`src/rtl/clk_act_pkg.sv`:
```
package clk_act_pkg;
  typedef enum logic {
    STAB_COUNT = 1'b0,
    STAB_TICK  = 1'b1
  } stab_src_e;
endpackage

```
`src/rtl/edge_sync.sv`:
```
module edge_sync #(
  parameter int STAGES = 2
) (
  input  logic clk_i,
  input  logic rst_ni,
  input  logic d_i,
  output logic lvl_o,
  output logic rise_o,
  output logic fall_o
);
  localparam int W = STAGES + 1;

  logic [W-1:0] sh_q;

  always_ff @(posedge clk_i or negedge rst_ni) begin
    if (!rst_ni) sh_q <= '0;
    else         sh_q <= {sh_q[W-2:0], d_i};
  end

  // sh_q[STAGES-1] is the synchronized level, sh_q[STAGES] the previous sample
  assign lvl_o  = sh_q[STAGES-1];
  assign rise_o =  sh_q[STAGES-1] & ~sh_q[STAGES];
  assign fall_o = ~sh_q[STAGES-1] &  sh_q[STAGES];
endmodule

```
`src/rtl/win_watch.sv`:
```
module win_watch #(
  parameter int MISS_LIMIT = 2,
  localparam int MW = $clog2(MISS_LIMIT + 1)
) (
  input  logic          clk_i,
  input  logic          rst_ni,
  input  logic          mon_fall_i,
  input  logic          ref_lvl_i,
  input  logic          ref_rise_i,
  output logic          off_o,
  output logic          off_set_o,
  output logic [MW-1:0] miss_o
);
  localparam logic [MW-1:0] LIM = MW'(MISS_LIMIT);

  logic          seen_q, off_q;
  logic [MW-1:0] miss_q, miss_d;
  logic          fall_low;

  assign fall_low = mon_fall_i & ~ref_lvl_i;

  always_comb begin
    miss_d    = miss_q;
    off_set_o = 1'b0;
    if (ref_rise_i) begin
      if (seen_q)            miss_d = '0;
      else if (miss_q != LIM) miss_d = miss_q + 1'b1;
      off_set_o = ~seen_q & (miss_q >= LIM - 1'b1);
    end
  end

  always_ff @(posedge clk_i or negedge rst_ni) begin
    if (!rst_ni) begin
      seen_q <= 1'b0;
      miss_q <= '0;
      off_q  <= 1'b0;
    end else begin
      miss_q <= miss_d;
      if (ref_rise_i)    seen_q <= 1'b0;
      else if (fall_low) seen_q <= 1'b1;
      if (off_set_o)     off_q <= 1'b1;
      else if (fall_low) off_q <= 1'b0;
    end
  end

  assign off_o  = off_q;
  assign miss_o = miss_q;
endmodule

```
`src/rtl/stab_gate.sv`:
```
module stab_gate
  import clk_act_pkg::*;
#(
  parameter stab_src_e SRC    = STAB_COUNT,
  parameter int        CYCLES = 4096
) (
  input  logic clk_i,
  input  logic rst_ni,
  input  logic gen_en_i,
  input  logic mon_fall_i,
  input  logic tick_fall_i,
  input  logic off_now_i,
  output logic stable_o
);
  logic evt;
  logic stable_q;

  if (SRC == STAB_COUNT) begin : g_count
    localparam int CW = $clog2(CYCLES + 1);
    localparam logic [CW-1:0] TOP = CW'(CYCLES);
    logic [CW-1:0] cnt_q;
    logic          unused_tick;
    assign unused_tick = tick_fall_i;
    assign evt = gen_en_i & mon_fall_i & (cnt_q == TOP - 1'b1);
    always_ff @(posedge clk_i or negedge rst_ni) begin
      if (!rst_ni)                      cnt_q <= '0;
      else if (!gen_en_i)               cnt_q <= '0;
      else if (mon_fall_i && cnt_q != TOP) cnt_q <= cnt_q + 1'b1;
    end
  end else begin : g_tick
    logic unused_mon;
    assign unused_mon = mon_fall_i;
    assign evt = gen_en_i & tick_fall_i;
  end

  always_ff @(posedge clk_i or negedge rst_ni) begin
    if (!rst_ni)                    stable_q <= 1'b0;
    else if (!gen_en_i || off_now_i) stable_q <= 1'b0;
    else if (evt)                   stable_q <= 1'b1;
  end

  assign stable_o = stable_q;
endmodule

```
`src/rtl/clock_presence_monitor.sv`:
```
module clock_presence_monitor
  import clk_act_pkg::*;
#(
  parameter int        SYNC_STAGES = 2,
  parameter int        MISS_LIMIT  = 2,
  parameter int        STAB_CYCLES = 4096,
  parameter stab_src_e STAB_SRC    = STAB_COUNT,
  localparam int       MW          = $clog2(MISS_LIMIT + 1)
) (
  input  logic clk_i,
  input  logic rst_ni,
  input  logic mon_clk_i,
  input  logic ref_clk_i,
  input  logic gen_en_i,
  input  logic stab_tick_i,
  output logic clk_off_o,
  output logic clk_stable_o
);
  logic mon_lvl_w, mon_rise_w, mon_fall_w;
  logic ref_lvl_w, ref_rise_w, ref_fall_w;
  logic tick_lvl_w, tick_rise_w, tick_fall_w;
  logic off_w, off_set_w;
  logic [MW-1:0] miss_w;
  logic unused_edges;

  assign unused_edges = mon_lvl_w | mon_rise_w | ref_fall_w | tick_lvl_w | tick_rise_w;

  edge_sync #(.STAGES(SYNC_STAGES)) u_mon_sync (
    .clk_i, .rst_ni, .d_i(mon_clk_i),
    .lvl_o(mon_lvl_w), .rise_o(mon_rise_w), .fall_o(mon_fall_w)
  );

  edge_sync #(.STAGES(SYNC_STAGES)) u_ref_sync (
    .clk_i, .rst_ni, .d_i(ref_clk_i),
    .lvl_o(ref_lvl_w), .rise_o(ref_rise_w), .fall_o(ref_fall_w)
  );

  edge_sync #(.STAGES(SYNC_STAGES)) u_tick_sync (
    .clk_i, .rst_ni, .d_i(stab_tick_i),
    .lvl_o(tick_lvl_w), .rise_o(tick_rise_w), .fall_o(tick_fall_w)
  );

  win_watch #(.MISS_LIMIT(MISS_LIMIT)) u_win (
    .clk_i, .rst_ni,
    .mon_fall_i(mon_fall_w), .ref_lvl_i(ref_lvl_w), .ref_rise_i(ref_rise_w),
    .off_o(off_w), .off_set_o(off_set_w), .miss_o(miss_w)
  );

  stab_gate #(.SRC(STAB_SRC), .CYCLES(STAB_CYCLES)) u_stab (
    .clk_i, .rst_ni, .gen_en_i,
    .mon_fall_i(mon_fall_w), .tick_fall_i(tick_fall_w),
    .off_now_i(off_w | off_set_w),
    .stable_o(clk_stable_o)
  );

  assign clk_off_o = off_w;
endmodule

```
`config.mk`:
```
export PLATFORM = sky130hd
export DESIGN_NAME = clock_presence_monitor
export DESIGN_NICKNAME = d
export VERILOG_FILES = /design/src/rtl/clk_act_pkg.sv /design/src/rtl/edge_sync.sv /design/src/rtl/win_watch.sv /design/src/rtl/stab_gate.sv /design/src/rtl/clock_presence_monitor.sv
export SDC_FILE = /design/constraint.sdc
export NUM_CORES = 1
export LEC_CHECK = 0
export ABC_AREA = 0
export ABC_CLOCK_PERIOD_IN_PS = 2400
export BUFFER_PORTS_ARGS = -buffer_cell sky130_fd_sc_hd__buf_4
export CAP_MARGIN = 20
export CORE_MARGIN = 2
export CORE_UTILIZATION = 50
export CTS_CLUSTER_SIZE = 25
export DETAILED_ROUTE_END_ITERATION = 12
export PLACE_DENSITY = 0.68
export REMOVE_ABC_BUFFERS = 1
export SYNTH_ARGS = -nofsm -noshare
export SYNTH_HDL_FRONTEND = slang
export SYNTH_SLANG_ARGS = --single-unit
export TNS_END_PERCENT = 20
```
`constraint.sdc`:
```
create_clock -name clk_i -period 2.4 [get_ports clk_i]
set_input_delay 0.72 -clock clk_i [delete_from_list [all_inputs] [get_ports clk_i]]
set_output_delay 0.72 -clock clk_i [all_outputs]
set_load 0.02 [all_outputs]
```
Word-level counts from Yosys, hierarchy flattened
Index checks and enable logic that the tools add are counted.
{"block": "totals", "wordCells": 44, "out_inout_bits": 2, "mem_bits_ro": 0, "reg_bits": 24, "input_bits": 6, "mem_count": 0, "latchBits": 0, "mem_bits_rw": 0}
{"block": "op_classes", "n_eq_ne": 4, "reduce_logical": 8, "multipliers": 0, "n_addsub": 2, "order_cmp": 1, "bitwise": 11, "n_mux": 11, "div": 0, "shifts": 0}
{"cell": "$mux 13", "n": 2}
{"cell": "$add 13x1->13 const B", "n": 1}
{"cell": "$eq 13x12->1 const B", "n": 1}
{"cell": "$ne 13x13->1 const B", "n": 1}
{"cell": "$reduce_bool 2->1", "n": 4}
{"cell": "$mux 1", "n": 7}
{"cell": "$and 1x1->1", "n": 6}
{"cell": "$mux 2", "n": 2}
{"cell": "$not 1->1", "n": 4}
{"cell": "$add 2x1->2 const B", "n": 1}
{"cell": "$ge 2x1->1 const B", "n": 1}
{"cell": "$ne 2x1->1 const B", "n": 1}
{"cell": "$ne 2x2->1 const B", "n": 1}
{"cell": "$reduce_and 2->1", "n": 1}
{"cell": "$logic_and 1x1->1", "n": 1}
{"cell": "$logic_not 1->1", "n": 1}
{"cell": "$logic_or 1x1->1", "n": 1}
{"cell": "$or 1x1->1", "n": 1}

Depth between registers and ports, before layout
Gate-level depths: netlist of the first run.
{"block": "depth", "word_depth": 6, "ltp_mapped": 6, "mapped_depth_nobuf": 6}

By module
A second synthesis of the first run with hierarchy kept.
{"block": "hier_totals", "hier_cells": 110, "area_unflattened_um2": 1262.5}
{"module": "stab_gate", "n_inst": 1, "area_each_um2": 773.2, "cells_each": 73, "seq_area_each_um2": 350.3}
{"module": "edge_sync", "n_inst": 3, "area_each_um2": 90.1, "cells_each": 5, "seq_area_each_um2": 75.1}
{"module": "win_watch", "n_inst": 1, "area_each_um2": 212.7, "cells_each": 21, "seq_area_each_um2": 100.1}
{"module": "clock_presence_monitor", "n_inst": 1, "area_each_um2": 6.3, "cells_each": 1, "seq_area_each_um2": 0.0}

Worst setup path before layout of the first run
Ideal clock, no wire load.
{"block": "synth_path", "path_type": "reg-to-reg", "start": "register u_stab.g_count.cnt_q[0]", "end": "register u_stab.g_count.cnt_q[0]", "t_required_ps": 2281, "t_arrival_ps": 1326, "stages_incl_launch_ff": 7, "setup_slack_ps": 955, "setup_ps": 119, "path_buffers": 0, "cell_sequence": "dfrtp_1 > inv_1 > ha_1 > nor4b_1 > a31oi_1 > xnor2_1 > and2_1"}
{"block": "synth_via", "elab_chain_len": 3, "elab_cells_between_ends": 6, "classes_between": "add/sub: 1; eq/ne: 2; mux: 2; reduce/logical: 1"}
{"element": "from (decl)", "line": "stab_gate.sv:21", "text": "logic [CW-1:0] cnt_q;"}
{"element": "from (signal assigned)", "line": "stab_gate.sv:28", "text": "else if (mon_fall_i && cnt_q != TOP) cnt_q <= cnt_q + 1'b1;"}
{"element": "$add 13x1->13 / $ne 13x13->1 (equally long branches)", "line": "stab_gate.sv:28"}
{"element": "$mux 13 / $logic_and 1x1->1 (equally long branches)", "line": "stab_gate.sv:28"}
{"element": "$mux 13 / $ne 2x1->1 (equally long branches)"}
Parallel ways exist; a longest one is shown, timed or not. The select of a mux whose other input is x is not followed.
A chain may end at the register's enable or synchronous reset.

Final worst setup path of the first run
{"block": "layout_path", "start": "register u_win.off_q, in the netlist u_win.off_o", "end": "output clk_off_o"}
{"element": "from (decl)", "line": "win_watch.sv:16", "text": "logic seen_q, off_q;"}
{"element": "from (signal assigned)", "line": "win_watch.sv:36", "text": "off_q <= 1'b0;"}
{"element": "from (signal assigned)", "line": "win_watch.sv:41", "text": "if (off_set_o) off_q <= 1'b1;"}
{"element": "from (signal assigned)", "line": "win_watch.sv:42", "text": "else if (fall_low) off_q <= 1'b0;"}
{"element": "to (decl)", "line": "clock_presence_monitor.sv:16", "text": "output logic clk_off_o,"}
No word-level cell between the ends.

==> results.ini, run 1 <==
[pwr]
p_int_w=0.000648
p_comb_share_pct=12.8
ir_worst_vdd_mv=0.481
power.total_w=0.000860
seq_power_share_pct=53.0
power.density_nw_per_um2=668
swShare_pct=24.6
leakagePower_nw=0.592
clkPwrFrac_pct=34.2
power.switching_w=0.000212

[sta]
tns_ps=0
whs_ps=268
fin_skew_ps=2.91
timing.slew.headroom_pct=74.4
slew_viol_final=0
fin_crit_ps=1630
fmax_mhz=612
rsz0062_at_grt=false
final_hold_viol_count=0
setup_viol=0
tightestPinTransition_ps=379
finalCritPeriodShare_pct=68.1

[cells_and_area]
syn_to_final_growth_pct=10.4
nNetsFinal=130
final_core_util_pct=58.2
final_layout_size_suffix_gt1_share_pct=11.8
n_antenna_cell=0
fill_cells=201

[synth]
synth-seq-cells=24
synth_top_area_share_pct=51.5
syn_inst=111
synth_edf_count=0
yosys_warnings=0
synth_largest_area_cell=dfrtp_1
post-synth-top-count-cell=dfrtp_1
synth_cell_types=31
syn_area_per_cell_um2=10.5
seq_area_frac_synth_pct=51.5
synthTopCellsByCount=dfrtp_1 (24), nand2_1 (12), and2_1 (8)
ys_top_cells_by_area=dfrtp_1 (52%), xnor2_1 (4.5%), and2_1 (4.3%), ha_1 (4.3%), nand2_1 (3.9%)
syn_area_um2=1170
synthArstFlopShare_pct=100
synth_ff_type=dfrtp_1

[placement]
dp_hpwl_um=1390
place_congestion=0.820
port_buffers=6

[critical_path]
crit_cells=1
r2r_cells=6
required_ps=1680
worstPathArrival_ps=910
path_delay_family=flip-flops
critPathBufInv=1
cp_cell_sequence=buf_4
cp_max_fo=4
cp_slowest_cell=dfrtp_1
cp-end-kind=output port
regToRegSetupSlack_ps=780
startpoint_type=register
max_stage_delay_ps=430
crit_type=reg -> out

[drt]
routed_wl_um=1890
drc_errors=0
routedWlPerCell_um=12.9
viasPerCell=5.46
first_pass_iters=4
vias=803
drtIter0Drc=8
ant_nets=0

[global_route]
grtUsageTotal_pct=17.2
gr-total-overflow=0
grt_max_degree=25
grt_pass1_vias=769
grt_antenna_before_repair=0
grt_first_pass_wirelength_um=3430

[clock_tree]
cts_setup_buffers=0
clkSlewWorstSetupHoldPaths_ps=130
cts.sinks=24
cts_hold_buf=0
cts_tree=done
cts_made_buffers=3
clk_latency_ps=320
cts_resized=0
clock_path_buffers=2
root_buffer=clkbuf_4
h-tree-depth=1

[die]
dieArea_um2=2730
placeableCoreArea_um2=2210
ios=8
num_rows=17
die_h_um=52.3
die_x_um=52.3
start_util_pct=52.7

[status]
outcome=finished, final reports clean

[job]
maxCapViolations=0

[worst_hold_path]
hp-class=in -> async

## layout make-up
type | count | area, um2 | area share, %
multi-input cells | 79 | 532 | 41.3
clock buffers | 3 | 22.5 | 1.75
repair buffers | 6 | 45.0 | 3.50
well taps | 28 | 35.0 | 2.72
inverters | 6 | 22.5 | 1.75
clock inverters | 1 | 30.0 | 2.33
flip-flops and latches | 24 | 601 | 46.6
## metal layers
layer / global-route usage (%) / part of all wire, % / vias up
met5: 0 / 0 / -
met3: 3.43 / 3.5 / 3
li1: - / - / 405
met1: 24.3 / 50 / 381
met2: 24.8 / 44 / 14
met4: 8.97 / 2.1 / 0
## through the flow
step | worst slack [ps] | instances | instance area [um2]
after global routing | 554 | 147 | 1290
after global placement | 803 | 143 | 1230
after detailed placement | 817 | 143 | 1230
after CTS | 754 | 147 | 1290
final | 765 | 147 | 1290
after floorplan | 955 | 109 | 1150
## power groups by stage
stage	Clock (W)	Sequential, W	Combinational (W)
2_1_floorplan	0	0.000463	0.0000682
3_3_place_gp	0	0.000463	0.000103
3_5_place_dp	0	0.000464	0.000111
4_1_cts	0.000302	0.000456	0.000112
5_1_grt	0.000316	0.000460	0.000130
6_report	0.000294	0.000455	0.000110
## state kept, by name, indices dropped and copies added, names as in the netlist
name	count
u_win.miss_o	2
u_ref_sync.sh_q	3
u_win.off_o	1
u_stab.g_count.cnt_q	13
u_stab.stable_o	1
u_mon_sync.sh_q	3
u_win.seen_q	1
## kinds of logic after synthesis
group	after synthesis	synth area share, %
AO/OA/AOI/OAI	16	8.05
buffers and inverters	8	2.90
flip-flops	24	51.5
adder cells (fa/ha/maj)	4	4.29
XOR/XNOR	8	6.01
AND/OR/NAND/NOR	51	27.3
## cells in the final DEF (no fill, tap or decap)
cell	instances
dfrtp_1	24
nand2_1	12
and2_1	8
inv_1	6
o21ai_0	6
xnor2_1	6
buf_4	6
nor3_1	5
nand4_1	5
ha_1	4
nand3_1	3
clkbuf_4	3
nand2b_1	2
a21oi_1	2
o21ai_1	2
and3_1	2
and4b_1	2
or3_1	2
a21boi_1	2
nor4_2	2
xor2_1	2
nor4b_1	2
a31oi_1	2
nand3_2	1
nand4b_2	1
nand3b_1	1
a21o_1	1
nor2b_1	1
nor2_1	1
nand4b_1	1
a31o_1	1
bufinv_16	1
## path summary, 6_finish.rpt
| path | startpoint | endpoint |
|---|---|---|
| min reg2reg | u_ref_sync.sh_q[0] | u_ref_sync.sh_q[1] |
| max reg2reg | u_stab.g_count.cnt_q[0] | u_stab.g_count.cnt_q[0] |
| max | u_win.off_o | clk_off_o |
| min | rst_ni | u_stab.g_count.cnt_q[8] |
| min in group clk_i | u_ref_sync.sh_q[0] | u_ref_sync.sh_q[1] |
| max in group asynchronous | rst_ni | u_ref_sync.sh_q[2] |
Power figures use the tool's default switching activity.
==> inputs of run 2 (changes only) <==
ABC_AREA = 1   (was 0)
ABC_CLOCK_PERIOD_IN_PS = 1700   (was 2400)
clock period = 1.7 ns   (was 2.4 ns; I/O delays follow)
==> results.ini, run 2 <==
[synth]
synth-simple-area-share_pct=38.2
synthTopCellsByCount=nand2_1 (48), nor2_1 (29), dfrtp_1 (24)
syn_area_per_cell_um2=7.58
synth-xor-area-share_pct=1.94
synth_cell_types=24
post-synth-top-count-cell=nand2_1
synth_edf_count=0
synthAdderAreaFrac_pct=3.69
yosys_warnings=0
synthArstFlopShare_pct=100
syn_inst=179
ys_top_cells_by_area=dfrtp_1 (44%), nand2_1 (13%), nor2_1 (8.0%), nand3_1 (6.6%), inv_1 (6.1%)
synth_largest_area_cell=dfrtp_1
seq_area_frac_synth_pct=44.3
synth_top_family_by_area=simple AND/OR/NAND/NOR gates
synth_compound_area_share_pct=4.43
synthMuxAreaShare_pct=0
synth_ff_type=dfrtp_1
syn_area_um2=1360
synth-seq-cells=24
synth_top_area_share_pct=44.3

[die]
die_x_um=56.1
dieArea_um2=3140
start_util_pct=53.8
num_rows=18
placeableCoreArea_um2=2520
ios=8
die_h_um=56.1

[global_route]
grt_max_degree=25
grt_antenna_before_repair=0
grt_pass1_vias=1086
grt_first_pass_wirelength_um=4660
grtUsageTotal_pct=18.4
gr-total-overflow=0

[placement]
dp_hpwl_um=1860
port_buffers=6
place_congestion=0.864

[clock_tree]
cts.sinks=24
cts_made_buffers=3
cts_tree=done
cts_setup_buffers=0
cts_hold_buf=0
clk_latency_ps=320
cts_resized=0
clock_path_buffers=2
root_buffer=clkbuf_4
h-tree-depth=1
clkSlewWorstSetupHoldPaths_ps=130

[pwr]
power.total_w=0.00129
ir_worst_vdd_mv=0.663
power.density_nw_per_um2=861
leakagePower_nw=0.730

[cells_and_area]
largest_register_ffs=13
reg_top3=u_stab.g_count.cnt_q x13, u_mon_sync.sh_q x3, u_ref_sync.sh_q x3
layout_common_cells=nand2_1 (48), nor2_1 (29), dfrtp_1 (24)
nNetsFinal=201
n_antenna_cell=0
syn_to_final_growth_pct=10.5
final_layout_size_suffix_gt1_share_pct=13.2
layout_commonest_cell=nand2_1
largest_register=u_stab.g_count.cnt_q

[sta]
setup_viol=0
fmax_mhz=663
finalCritPeriodShare_pct=88.7
tightestPinTransition_ps=373
fin_crit_ps=1510
rsz0062_at_grt=false
timing.slew.headroom_pct=75.0
final_hold_viol_count=0
tns_ps=0
whs_ps=57.2
fin_skew_ps=1.89
slew_viol_final=0

[drt]
vias=1145
routed_wl_um=2490
ant_nets=0
routedWlPerCell_um=11.3
drc_errors=0
drtIter0Drc=26
viasPerCell=5.20
first_pass_iters=5

[critical_path]
cp_slowest_cell=dfrtp_1
crit_type=reg -> reg
max_stage_delay_ps=450
cp_cell_sequence=ha_1 > nand2_1 > nor2_4 > nand2_2 > inv_1 > nand2_1 > nand2_1 > nor2_1 > nand2_1 > o21ai_0
cp-end-kind=register
cp_max_fo=6
worstPathArrival_ps=1720
critPathLaunch=u_stab.g_count.cnt_q[0]
startpoint_type=register
required_ps=1910
cp_common_cell=nand2_1
r2r-start=u_stab.g_count.cnt_q[0]
regToRegSetupSlack_ps=190

[status]
outcome=finished, final reports clean

[job]
maxCapViolations=0

[worst_hold_path]
hp-class=in -> async

-- run 2: changes by cell type in the layout (fill, tap and decap cells not counted), sizes merged, moves of 3 or more --
cell / change
xnor2: -5
nor2: +30
inv: +16
and2: -8
nand2: +40
nand3: +17
nor3: -4
buf: +3
-- run 2: critical path: cells and delay by family, from the launching register on --
family	cells	cell delay, ps
simple gates	7	580
buf+inv	1	100
compound gates	1	70
fa+ha+maj	1	200
flops	1	450
-- run 2: path summary, 6_finish.rpt --
| path | cells past startpoint | to |
|---|---|---|
| min in group clk_i | 1 | u_ref_sync.sh_q[0] |
| worst max-delay path | 10 | u_stab.g_count.cnt_q[6] |
| worst min register to register | 0 | u_mon_sync.sh_q[1] |
| max in group asynchronous | 1 | u_ref_sync.sh_q[2] |
| worst max register to register | 10 | u_stab.g_count.cnt_q[6] |
| worst min-delay path | 1 | u_win.miss_o[0] |
-- run 2: area by class of cell --
| type | count | area (um2) |
|---|---|---|
| Timing Repair Buffer | 9 | 67.6 |
| Tap cell | 30 | 37.5 |
| Clock inverter | 1 | 30.0 |
| Inverter | 23 | 86.3 |
| Multi-Input combinational cell | 130 | 654 |
| Clock buffer | 3 | 22.5 |
| Sequential cell | 24 | 601 |
| Fill cell | 234 | 1020 |
-- run 2: layer usage --
layer | track usage [%] | part of all wire [%] | up-vias
li1 | - | - | 592
met1 | 25.8 | 50 | 528
met2 | 29.4 | 45 | 21
met3 | 2.33 | 3.6 | 4
met4 | 6.12 | 1.0 | 0
met5 | 0 | 0 | -
-- run 2: power by group --
group | total, W | internal (W) | switching (W)
logic | 0.000225 | 0.0000871 | 0.000137
clock network | 0.000412 | 0.000238 | 0.000173
registers | 0.000654 | 0.000623 | 0.0000308
-- run 2: stage by stage --
| stage | instance area (um2) | util [%] | worst slack, ps | instances |
|---|---|---|---|---|
| 2_1_floorplan | 1340 | - | 327 | 177 |
| 3_3_place_gp | 1450 | 57.3 | 230 | 216 |
| 3_5_place_dp | 1450 | 57.3 | 199 | 216 |
| 4_1_cts | 1500 | 59.4 | 177 | 220 |
| 5_1_grt | 1500 | 59.4 | 16.7 | 220 |
| 6_report | 1500 | 59.4 | 193 | 220 |
-- run 2: kinds of logic after synthesis --
group,Yosys count
buf+inv,25
compound gates,10
fa+ha+maj,4
simple gates,113
xor+xnor,3
flops,24
